--- src/rtl/acc_core.sv ---
module acc_core #(
  parameter int DW = 12,
  parameter int AW = 8
) (
  input  logic          clk,
  input  logic          rst_n,
  output logic [AW-1:0] mem_addr,
  output logic [DW-1:0] mem_wdata,
  input  logic [DW-1:0] mem_rdata,
  output logic          mem_we,
  output logic [3:0]    state_o,
  output logic          done,
  output logic [DW-1:0] acc_o,
  output logic          zero_o,
  output logic          neg_o
);
  localparam int OPW = DW - AW;

  typedef enum logic [3:0] {
    F_MAR = 4'd0, F_MDR = 4'd1, F_IR = 4'd2, X_MAR = 4'd3, X_MDR = 4'd4,
    X_ALU = 4'd5, X_ST = 4'd6, X_WR = 4'd7, PC_INC = 4'd8, BR = 4'd9,
    HALT = 4'd10
  } step_t;

  step_t st;
  logic [AW-1:0] pc, mar;
  logic [DW-1:0] mdr, ir, acc;
  logic zf, nf;

  wire [OPW-1:0] op     = ir[DW-1 -: OPW];
  wire [OPW-1:0] new_op = mdr[DW-1 -: OPW];
  wire [AW-1:0]  field  = ir[AW-1:0];

  logic [DW-1:0] alu;
  always_comb begin
    case (op)
      4'd1:    alu = acc + mdr;
      4'd2:    alu = acc - mdr;
      default: alu = mdr;
    endcase
  end

  logic taken;
  always_comb begin
    case (op)
      4'd6:    taken = 1'b1;
      4'd7:    taken = zf;
      4'd8:    taken = !zf && !nf;
      default: taken = 1'b0;
    endcase
  end

  step_t dispatch;
  always_comb begin
    case (new_op)
      4'd0:                   dispatch = HALT;
      4'd1, 4'd2, 4'd3, 4'd5: dispatch = X_MAR;
      4'd6, 4'd7, 4'd8:       dispatch = BR;
      default:                dispatch = PC_INC;
    endcase
  end

  always_ff @(posedge clk or negedge rst_n) begin
    if (!rst_n) begin
      st  <= F_MAR;
      pc  <= '0;
      mar <= '0;
      mdr <= '0;
      ir  <= '0;
      acc <= '0;
      zf  <= 1'b0;
      nf  <= 1'b0;
    end else begin
      case (st)
        F_MAR:  begin mar <= pc;        st <= F_MDR; end
        F_MDR:  begin mdr <= mem_rdata; st <= F_IR;  end
        F_IR:   begin ir  <= mdr;       st <= dispatch; end
        X_MAR:  begin
          mar <= field;
          st  <= (op == 4'd3) ? X_ST : X_MDR;
        end
        X_MDR:  begin mdr <= mem_rdata; st <= X_ALU; end
        X_ALU:  begin
          acc <= alu;
          zf  <= (alu == '0);
          nf  <= alu[DW-1];
          st  <= PC_INC;
        end
        X_ST:   begin mdr <= acc; st <= X_WR; end
        X_WR:   st <= PC_INC;
        PC_INC: begin pc <= pc + 1'b1; st <= F_MAR; end
        BR:     begin pc <= taken ? field : pc + 1'b1; st <= F_MAR; end
        HALT:   st <= HALT;
        default: st <= F_MAR;
      endcase
    end
  end

  assign mem_addr  = mar;
  assign mem_wdata = mdr;
  assign mem_we    = (st == X_WR);
  assign state_o   = st;
  assign done      = (st == HALT);
  assign acc_o     = acc;
  assign zero_o    = zf;
  assign neg_o     = nf;
endmodule


--- config.mk ---
export PLATFORM = sky130hd
export DESIGN_NAME = acc_core
export DESIGN_NICKNAME = d
export VERILOG_FILES = /design/src/rtl/acc_core.sv
export SDC_FILE = /design/constraint.sdc
export NUM_CORES = 1
export LEC_CHECK = 0
export BUFFER_PORTS_ARGS = -buffer_cell sky130_fd_sc_hd__buf_4
export CORE_UTILIZATION = 55
export DETAILED_ROUTE_END_ITERATION = 7
export GPL_TIMING_DRIVEN = 0
export PLACE_DENSITY = 0.8
export SLEW_MARGIN = 10
export SYNTH_ARGS = -nofsm -noshare
export SYNTH_HDL_FRONTEND = slang
export SYNTH_SLANG_ARGS = --single-unit
--- constraint.sdc ---
create_clock -name clk -period 3.9 [get_ports clk]
set_input_delay 0.39 -clock clk [delete_from_list [all_inputs] [get_ports clk]]
set_output_delay 0.39 -clock clk [all_outputs]
set_load 0.03 [all_outputs]
==> results of run 1 <==
[final cells by class]
cell class	instances	area, µm²	area share, %
Multi-Input combinational cell	307	1960	46.6
Sequential cell	57	1430	33.8
Timing Repair Buffer	53	398	9.44
Clock inverter	6	66.3	1.57
Inverter	7	26.3	0.623
Tap cell	75	93.8	2.23
Clock buffer	10	138	3.27
Buffer	23	104	2.46
[state kept, by name (all words and copies together), names as in the netlist]
register	flops
state_o	4
acc_o	12
mem_addr	8
mem_wdata	12
ir	12
zero_o	1
pc	8
[through the flow]
step	utilization (%)	cell area [µm²]	setup slack, ns
3_3_place_gp	66.2	4010	0.325
3_5_place_dp	66.2	4010	0.288
6_report	69.6	4220	0.208
4_1_cts	69.6	4220	0.251
2_1_floorplan	-	3520	0.479
5_1_grt	69.6	4220	0.00879
[layer usage]
| layer | GRT usage [%] | share of wire (%) |
|---|---|---|
| met1 | 40.8 | 46 |
| met2 | 44.0 | 45 |
| met3 | 7.11 | 6.8 |
| met4 | 10.9 | 1.4 |
| met5 | 0 | 0 |
[worst register-to-register path: stages, from the launching register on]
cell and delay (ns):
dfrtp_1 0.47, inv_1 0.13, ha_1 0.16, nor3b_1 0.33
and3b_1 0.24, nor2_1 0.06, xnor2_1 0.15, ha_1 0.40
a21o_1 0.21, a21o_1 0.19, a221o_1 0.37, o21ai_0 0.16
nand3b_1 0.11, xor2_1 0.17, and4_1 0.18, a32o_1 0.26
[placed cells by master, fill, tap and decap left out, types with 7 or more instances in the layout]
cell | Yosys | final
a21oi_1 | 48 | 48
buf_4 | 1 | 54
clkbuf_1 | 18 | 18
clkbuf_8 | 0 | 10
dfrtp_1 | 57 | 57
ha_1 | 13 | 13
inv_1 | 7 | 7
mux2_2 | 11 | 11
mux2i_1 | 19 | 19
nand2_1 | 25 | 25
nand2b_1 | 9 | 9
nand3_1 | 11 | 11
nor2_1 | 55 | 55
o21ai_0 | 30 | 30
o22ai_1 | 9 | 9
xnor2_1 | 12 | 12
xor2_1 | 7 | 7
[final timing paths]
check / startpoint / to / slack, ns / depth (start not counted)
worst max-delay path: mem_wdata[1]$_DFFE_PN0P_ / zero_o$_DFFE_PN0P_ / 0.21 / 15
worst min-delay path: rst_n / acc_o[10]$_DFFE_PN0P_ / 0.09 / 1
worst max register to register: mem_wdata[1]$_DFFE_PN0P_ / zero_o$_DFFE_PN0P_ / 0.21 / 15
worst min register to register: mem_addr[4]$_DFFE_PN0P_ / mem_addr[4]$_DFFE_PN0P_ / 0.51 / 2
max in group asynchronous: rst_n / mem_wdata[2]$_DFFE_PN0P_ / 3.32 / 1
min in group clk: mem_rdata[9] / mem_wdata[9]$_DFFE_PN0P_ / 0.35 / 3
[cells by family (layout without fill, tap and decap cells)]
group           after synthesis  in the layout
compound gates              110            110
xor+xnor                     19             19
fa+ha+maj                    14             14
buf+inv                      30             99
flops                        57             57
mux                          30             30
simple gates                134            134
==> summary.txt, run 1 <==
Logic synthesis
  • Yosys warns: 0
  • Simple-gate share of the synthesized area: 18.6%
  • Mapped Nets: approximately 420
  • Largest family of logic cells by synthesized area: simple AND/OR/NAND/NOR gates
  • Post-synth top area share: between 40% and 50%
  • Compound-Gate Fraction of Synth Area: between 10% and 20%
  • Multiplexer area fraction after synthesis: approximately 8.9%
  • Yosys cell types: between 40 and 50
  • Seq/Total Area, Yosys: between 40% and 50%
  • Post-synth ARST share: 100%
  • Main synth FF type: dfrtp_1
  • Most numerous cell in the Yosys netlist: dfrtp_1
  • Mapped Cells: around 390
  • Post-synth top area cell: dfrtp_1
  • Avg Inst Size Synth: approximately 8.9 µm²
  • Post-synthesis instance area: 0.00352 mm²
  • Post-Synth XOR/XNOR Area: 4.73%
  • Adder-cell share of the synthesized area: just over 5%
  • Synth area leaders: dfrtp_1, a21oi_1, nor2_1
  • Synth Register Bits: 57
  • Commonest cells post-synth: dfrtp_1, nor2_1, a21oi_1
  • EDFF count, synth: 0

STA
  • RSZ-0062 raised after global routing: false
  • F_max: around 270 MHz
  • Fin crit share: between 90% and 100%
  • Least-Margin Pin Slew: roughly 0.72 ns
  • Worst hold slack: ~0.095 ns
  • Final-report setup violation count: 0
  • Hold Fails Final Rpt: 0
  • Clock skew: 0.0110 ns
  • Relative slew slack: between 50 and 60%
  • Max-slew violation count: 0
  • Final min period: 3.69 ns
  • Setup_tns: 0 ns

GRT
  • Pin count of the biggest net entering global routing: between 50 and 60
  • GRT Residual Overflow: 0
  • Vias in the first global route: roughly 2900
  • First-pass GRT wire length: about 14 mm
  • Initial antenna violation count: 0
  • Gr usage total: between 20% and 30%

Clocking
  • CTS root buf: clkbuf_8
  • Max Root-Sink Buffers: 2
  • Clk_lat worst skew: between 0.3 and 0.4 ns
  • Setup bufs post-CTS: 0
  • CTS tree: done
  • Hold-fix buffers at CTS: 0
  • PostCTS Resize Cnt: 0
  • H-tree levels: 3
  • Cts bufs inserted: 9
  • Clk sinks: 57
  • Clk slew on worst S/H paths: ~0.070 ns

Finish
  • Fin cells: around 540
  • Nets: around 490
  • Area Overhead vs Synth: 19.8%
  • Layout fillers: between 400 and 500
  • # diodes: 0
  • Share of cells above drive strength 1: between 15 and 20%

Critical path
  • Crit start category: flop
  • Top Family by Delay on Critical Path: compound AO/OA/AOI/OAI gates
  • Critical path fanouts, max: 7
  • Slowest-stage cell, CP: dfrtp_1
  • Crit path largest cell delay: around 0.47 ns
  • Worst EP arrival: between 3 and 4 ns
  • Req. time, crit path: 4.14 ns
  • Crit end category: flop
  • WP buf/inv: 1
  • WS Path Type: reg2reg
  • Cells along the critical path: inv_1 > ha_1 > nor3b_1 > and3b_1 > nor2_1 > xnor2_1 > ha_1 > a21o_1 > a21o_1 > a221o_1 > o21ai_0 > nand3b_1 > xor2_1 > and4_1 > a32o_1

Placed design
  • PortBufs: 53
  • Placed Instances: roughly 520
  • Final Wtd Congestion: 0.948
  • HPWL Detailed: between 6 and 7 mm

Outcome
  • Run status: finished, final reports clean

Routing
  • DR WL/cell: between 15 and 20 µm
  • DR iter-0 viols: about 250
  • DR pass1 iterations: 5
  • Total number of vias: roughly 3200
  • WL final: 8.96 mm
  • Drt via density: about 6.0
  • Antenna Nets Post-Route: 0
  • Drt drc: 0

Floorplan
  • Placement row count: 28
  • Die Ht: between 80 and 90 µm
  • Initial Util: between 50% and 60%
  • Full die area: between 0.006 and 0.007 mm²
  • # IOs: 54
  • Die Width: 82.0 µm
  • Core Area: 0.00606 mm²

Min path
  • Min-Delay Path Class: in2async

Run
  • Max cap viols: 0
Power of run 1 is left out: the tool's default activity adds up to more than one toggle a clock period on the data nets, which glitch-free logic cannot reach.
==> run 2, diff against run 1 <==
--- a/config.mk
+++ b/config.mk
@@ -7,2 +7,3 @@
 export LEC_CHECK = 0
+export ABC_AREA = 1
 export BUFFER_PORTS_ARGS = -buffer_cell sky130_fd_sc_hd__buf_4
@@ -11,3 +12,3 @@
 export GPL_TIMING_DRIVEN = 0
-export PLACE_DENSITY = 0.8
+export PLACE_DENSITY = 0.79
 export SLEW_MARGIN = 10
==> constraint.sdc (replaced) <==
create_clock -name clk -period 3.7 [get_ports clk]
set_input_delay 0.185 -clock clk [delete_from_list [all_inputs] [get_ports clk]]
set_output_delay 0.185 -clock clk [all_outputs]
set_load 0.03 [all_outputs]
==> run 2 against run 1 <==
Compared with the run above:
- die area grew 4.0%
- global-route usage grew 1.8 points
- wire length grew 13%
- final cell count grew 22%
- critical path type unchanged
==> summary.txt, run 2 <==
Placed design
  • Post-Place Cell Area: 0.00416 mm² (+3.6%)
  • Dpl ws: 0.555 ns (+0.268 ns)
  • PortBufs: 53 (unchanged)
  • Final Wtd Congestion: 0.872 (-7.9%)
  • HPWL Detailed: 7.62 mm (+21%)

Floorplan
  • Initial Util: 57.4% (-0.71 points)
  • Core Area: 0.00639 mm² (+5.4%)
  • Die Width: 83.6 µm (+2.0%)
  • Full die area: 0.00699 mm² (+4.0%)
  • Placement row count: 29 (+3.6%)
  • # IOs: 54 (unchanged)
  • Die Ht: 83.6 µm (+2.0%)

Routing
  • DR pass1 iterations: 5 (unchanged)
  • Total number of vias: 3634 (+13%)
  • WL final: 10.1 mm (+13%)
  • Antenna Nets Post-Route: 0 (unchanged)
  • Drt drc: 0 (unchanged)
  • DR WL/cell: 15.3 µm (-8.0%)
  • DR iter-0 viols: 261 (+3.2%)
  • Drt via density: 5.51 (-8.1%)

Logic synthesis
  • Mapped Nets: 540 (+28%)
  • Avg Inst Size Synth: 7.16 µm² (-20%)
  • Post-synth ARST share: 100% (unchanged)
  • Main synth FF type: dfrtp_1
  • Seq/Total Area, Yosys: 38.9% (-1.6 points)
  • Yosys cell types: 36 (-25%)
  • Most numerous cell in the Yosys netlist: nand2_1
  • Synth Register Bits: 57 (unchanged)
  • Commonest cells post-synth: nand2_1, nor2_1, dfrtp_1
  • Yosys warns: 0 (unchanged)
  • Synth area leaders: dfrtp_1, nand2_1, nand3_1
  • Post-synth top area share: 38.9% (-1.6 points)
  • Post-synthesis instance area: 0.00366 mm² (+4.1%)
  • Mapped Cells: 512 (+30%)
  • Post-synth top area cell: dfrtp_1
  • EDFF count, synth: 0 (unchanged)

STA
  • RSZ-0062 raised after global routing: false
  • Fin crit share: 88.8% (-5.8 points)
  • Final setup margin: 0.413 ns (+0.205 ns)
  • Relative slew slack: 52.1% (-0.10 points)
  • Least-Margin Pin Slew: 0.719 ns (+0.00154 ns)
  • Setup_tns: 0 ns (unchanged)
  • Max-slew violation count: 0 (unchanged)
  • Clock skew: 0.00571 ns (-0.00529 ns)
  • F_max: 304 MHz (+12%)
  • Final min period: 3.29 ns (-0.405 ns)
  • Hold Fails Final Rpt: 0 (unchanged)
  • Final-report setup violation count: 0 (unchanged)

Clocking
  • Clk_lat worst skew: 0.34 ns (about the same)
  • CTS root buf: clkbuf_8
  • CTS tree: done
  • Clk slew on worst S/H paths: 0.07 ns (about the same)
  • Cts bufs inserted: 9 (unchanged)
  • Max Root-Sink Buffers: 2 (unchanged)
  • Clk sinks: 57 (unchanged)
  • H-tree levels: 3 (unchanged)
  • PostCTS Resize Cnt: 0 (unchanged)

Critical path
  • Reg2reg start: mem_wdata[1]$_DFFE_PN0P_
  • Critical path fanouts, max: 4 (-3)
  • Cell mode on critical path: inv_1
  • Top Family by Delay on Critical Path: simple AND/OR/NAND/NOR gates
  • Req. time, crit path: 3.99 ns (-0.15 ns)
  • Reg2reg end: zero_o$_DFFE_PN0P_
  • WP buf/inv: 5 (+4)
  • Cells along the critical path: inv_1 > ha_1 > inv_1 > nor2_1 > nand3_1 > o31ai_1 > o21ai_0 > xor2_1 > inv_1 > ha_1 > nand2_1 > inv_1 > a21oi_1 > nand3_1 > inv_1 > nand2_1 > nand3_1 > nand3_1 > nor2_1 > nand2_1 > nand2_1
  • FF-to-FF setup slack: 0.41 ns (+0.21 ns)
  • WS Path Type: reg2reg
  • Crit end category: flop
  • Number of cells on the worst reg-to-reg path: 21 (+6)
  • Crit start category: flop
  • Slowest-stage cell, CP: dfrtp_1
  • Crit path largest cell delay: 0.42 ns (-0.05 ns)
  • Worst EP arrival: 3.57 ns (-0.36 ns)

Finish
  • Nets: 605 (+24%)
  • Area Overhead vs Synth: 19.4%
  • Final instance area: 0.00438 mm² (+3.8%)
  • Layout fillers: 572 (+17%)
  • # diodes: 0 (unchanged)
  • Most common cell after layout, fill and taps aside: nand2_1
  • Commonest non-fill, non-tap cells in the layout: nand2_1, nor2_1, dfrtp_1
  • Share of cells above drive strength 1: 16.3% (-3.1 points)

Run
  • Max cap viols: 0 (unchanged)

GRT
  • Initial antenna violation count: 0 (unchanged)
  • Pin count of the biggest net entering global routing: 58 (unchanged)
  • GRT Residual Overflow: 0 (unchanged)
  • First-pass GRT wire length: 17.1 mm (+19%)
  • Gr usage total: 31.1% (+1.8 points)
  • Vias in the first global route: 3634 (+24%)

Min path
  • Hold path endpoint: mem_wdata[9]$_DFFE_PN0P_
  • Hold_sp: mem_rdata[9]
  • Min-Delay Path Class: in2reg
  • Hold-critical path depth: 3

Outcome
  • Run status: finished, final reports clean
==> run 2: cell count changes in the layout (fill, tap and decap cells not counted), moves of 10 or more <==
| cell | change |
|---|---|
| nand2_1 | +117 |
| a31oi_1 | +13 |
| clkbuf_1 | -10 |
| mux2i_1 | -19 |
| a21oi_1 | -33 |
| nand3_1 | +35 |
| mux2_2 | -11 |
| inv_1 | +48 |
==> run 2: worst register-to-register path, cell delays in order, from the launching register on <==
cell     delay [ns]
dfrtp_1        0.42
inv_1          0.15
ha_1           0.17
inv_1          0.05
nor2_1         0.12
nand3_1        0.11
o31ai_1        0.40
o21ai_0        0.24
xor2_1         0.21
inv_1          0.07
ha_1           0.32
nand2_1        0.10
inv_1          0.04
a21oi_1        0.14
nand3_1        0.14
inv_1          0.08
nand2_1        0.05
nand3_1        0.08
nand3_1        0.07
nor2_1         0.12
nand2_1        0.07
nand2_1        0.06
==> run 2: final cells by class <==
| type | count | area, µm² | area share (%) |
|---|---|---|---|
| inverter | 61 | 229 | 5.23 |
| tap | 77 | 96.3 | 2.20 |
| clock inverter | 2 | 35.0 | 0.801 |
| sequential | 57 | 1430 | 32.6 |
| timing repair buffer | 54 | 408 | 9.32 |
| clock buffer | 14 | 173 | 3.95 |
| buffer | 14 | 73.8 | 1.69 |
| multi-input combinational | 380 | 1930 | 44.2 |
==> run 2: worst max path at each step <==
stage                         end  slack, ns                     start  cells past startpoint
2_1_floorplan  zero_o$_DFFE_PN0P_       0.92  mem_wdata[1]$_DFFE_PN0P_                     21
3_3_place_gp   zero_o$_DFFE_PN0P_       0.63  mem_wdata[1]$_DFFE_PN0P_                     21
3_5_place_dp   zero_o$_DFFE_PN0P_       0.56  mem_wdata[1]$_DFFE_PN0P_                     20
4_1_cts        zero_o$_DFFE_PN0P_       0.43  mem_wdata[1]$_DFFE_PN0P_                     20
5_1_grt        zero_o$_DFFE_PN0P_       0.09  mem_wdata[0]$_DFFE_PN0P_                     21
6_report       zero_o$_DFFE_PN0P_       0.41  mem_wdata[1]$_DFFE_PN0P_                     21
==> run 2: cells by family after synthesis <==
logic type	count (synthesis)	share of synthesized area [%]
and+or+nand+nor	266	30.7
AOI/OAI and AO/OA	86	13.8
buffers and inverters	75	8.26
DFF	57	38.9
xor gates and xnor gates	14	3.35
adders and majority gates	14	4.99
==> run 2: metal layers <==
layer  vias to the layer above  wire, µm  track usage [%]
met3                        16       398             4.75
li1                       1820         -                -
met5                         -         0                0
met4                         0       240             13.9
met1                      1699      4410             38.7
met2                        99      5040             53.2
==> run 2: through the flow <==
stage          cells  hold WS [ns]  util (%)
6_report         659         0.107      68.5
4_1_cts          659        0.0965      68.5
3_3_place_gp     642         0.286      65.1
3_5_place_dp     642         0.287      65.1
5_1_grt          659         0.114      68.5
2_1_floorplan    512        -0.111         -
==> run 2: repair_timing <==
item,CTS,global route
hold endpoints to repair,57,0
hold buffers,1,0
setup buffers,0,0
Power of run 2 is left out for the same reason.
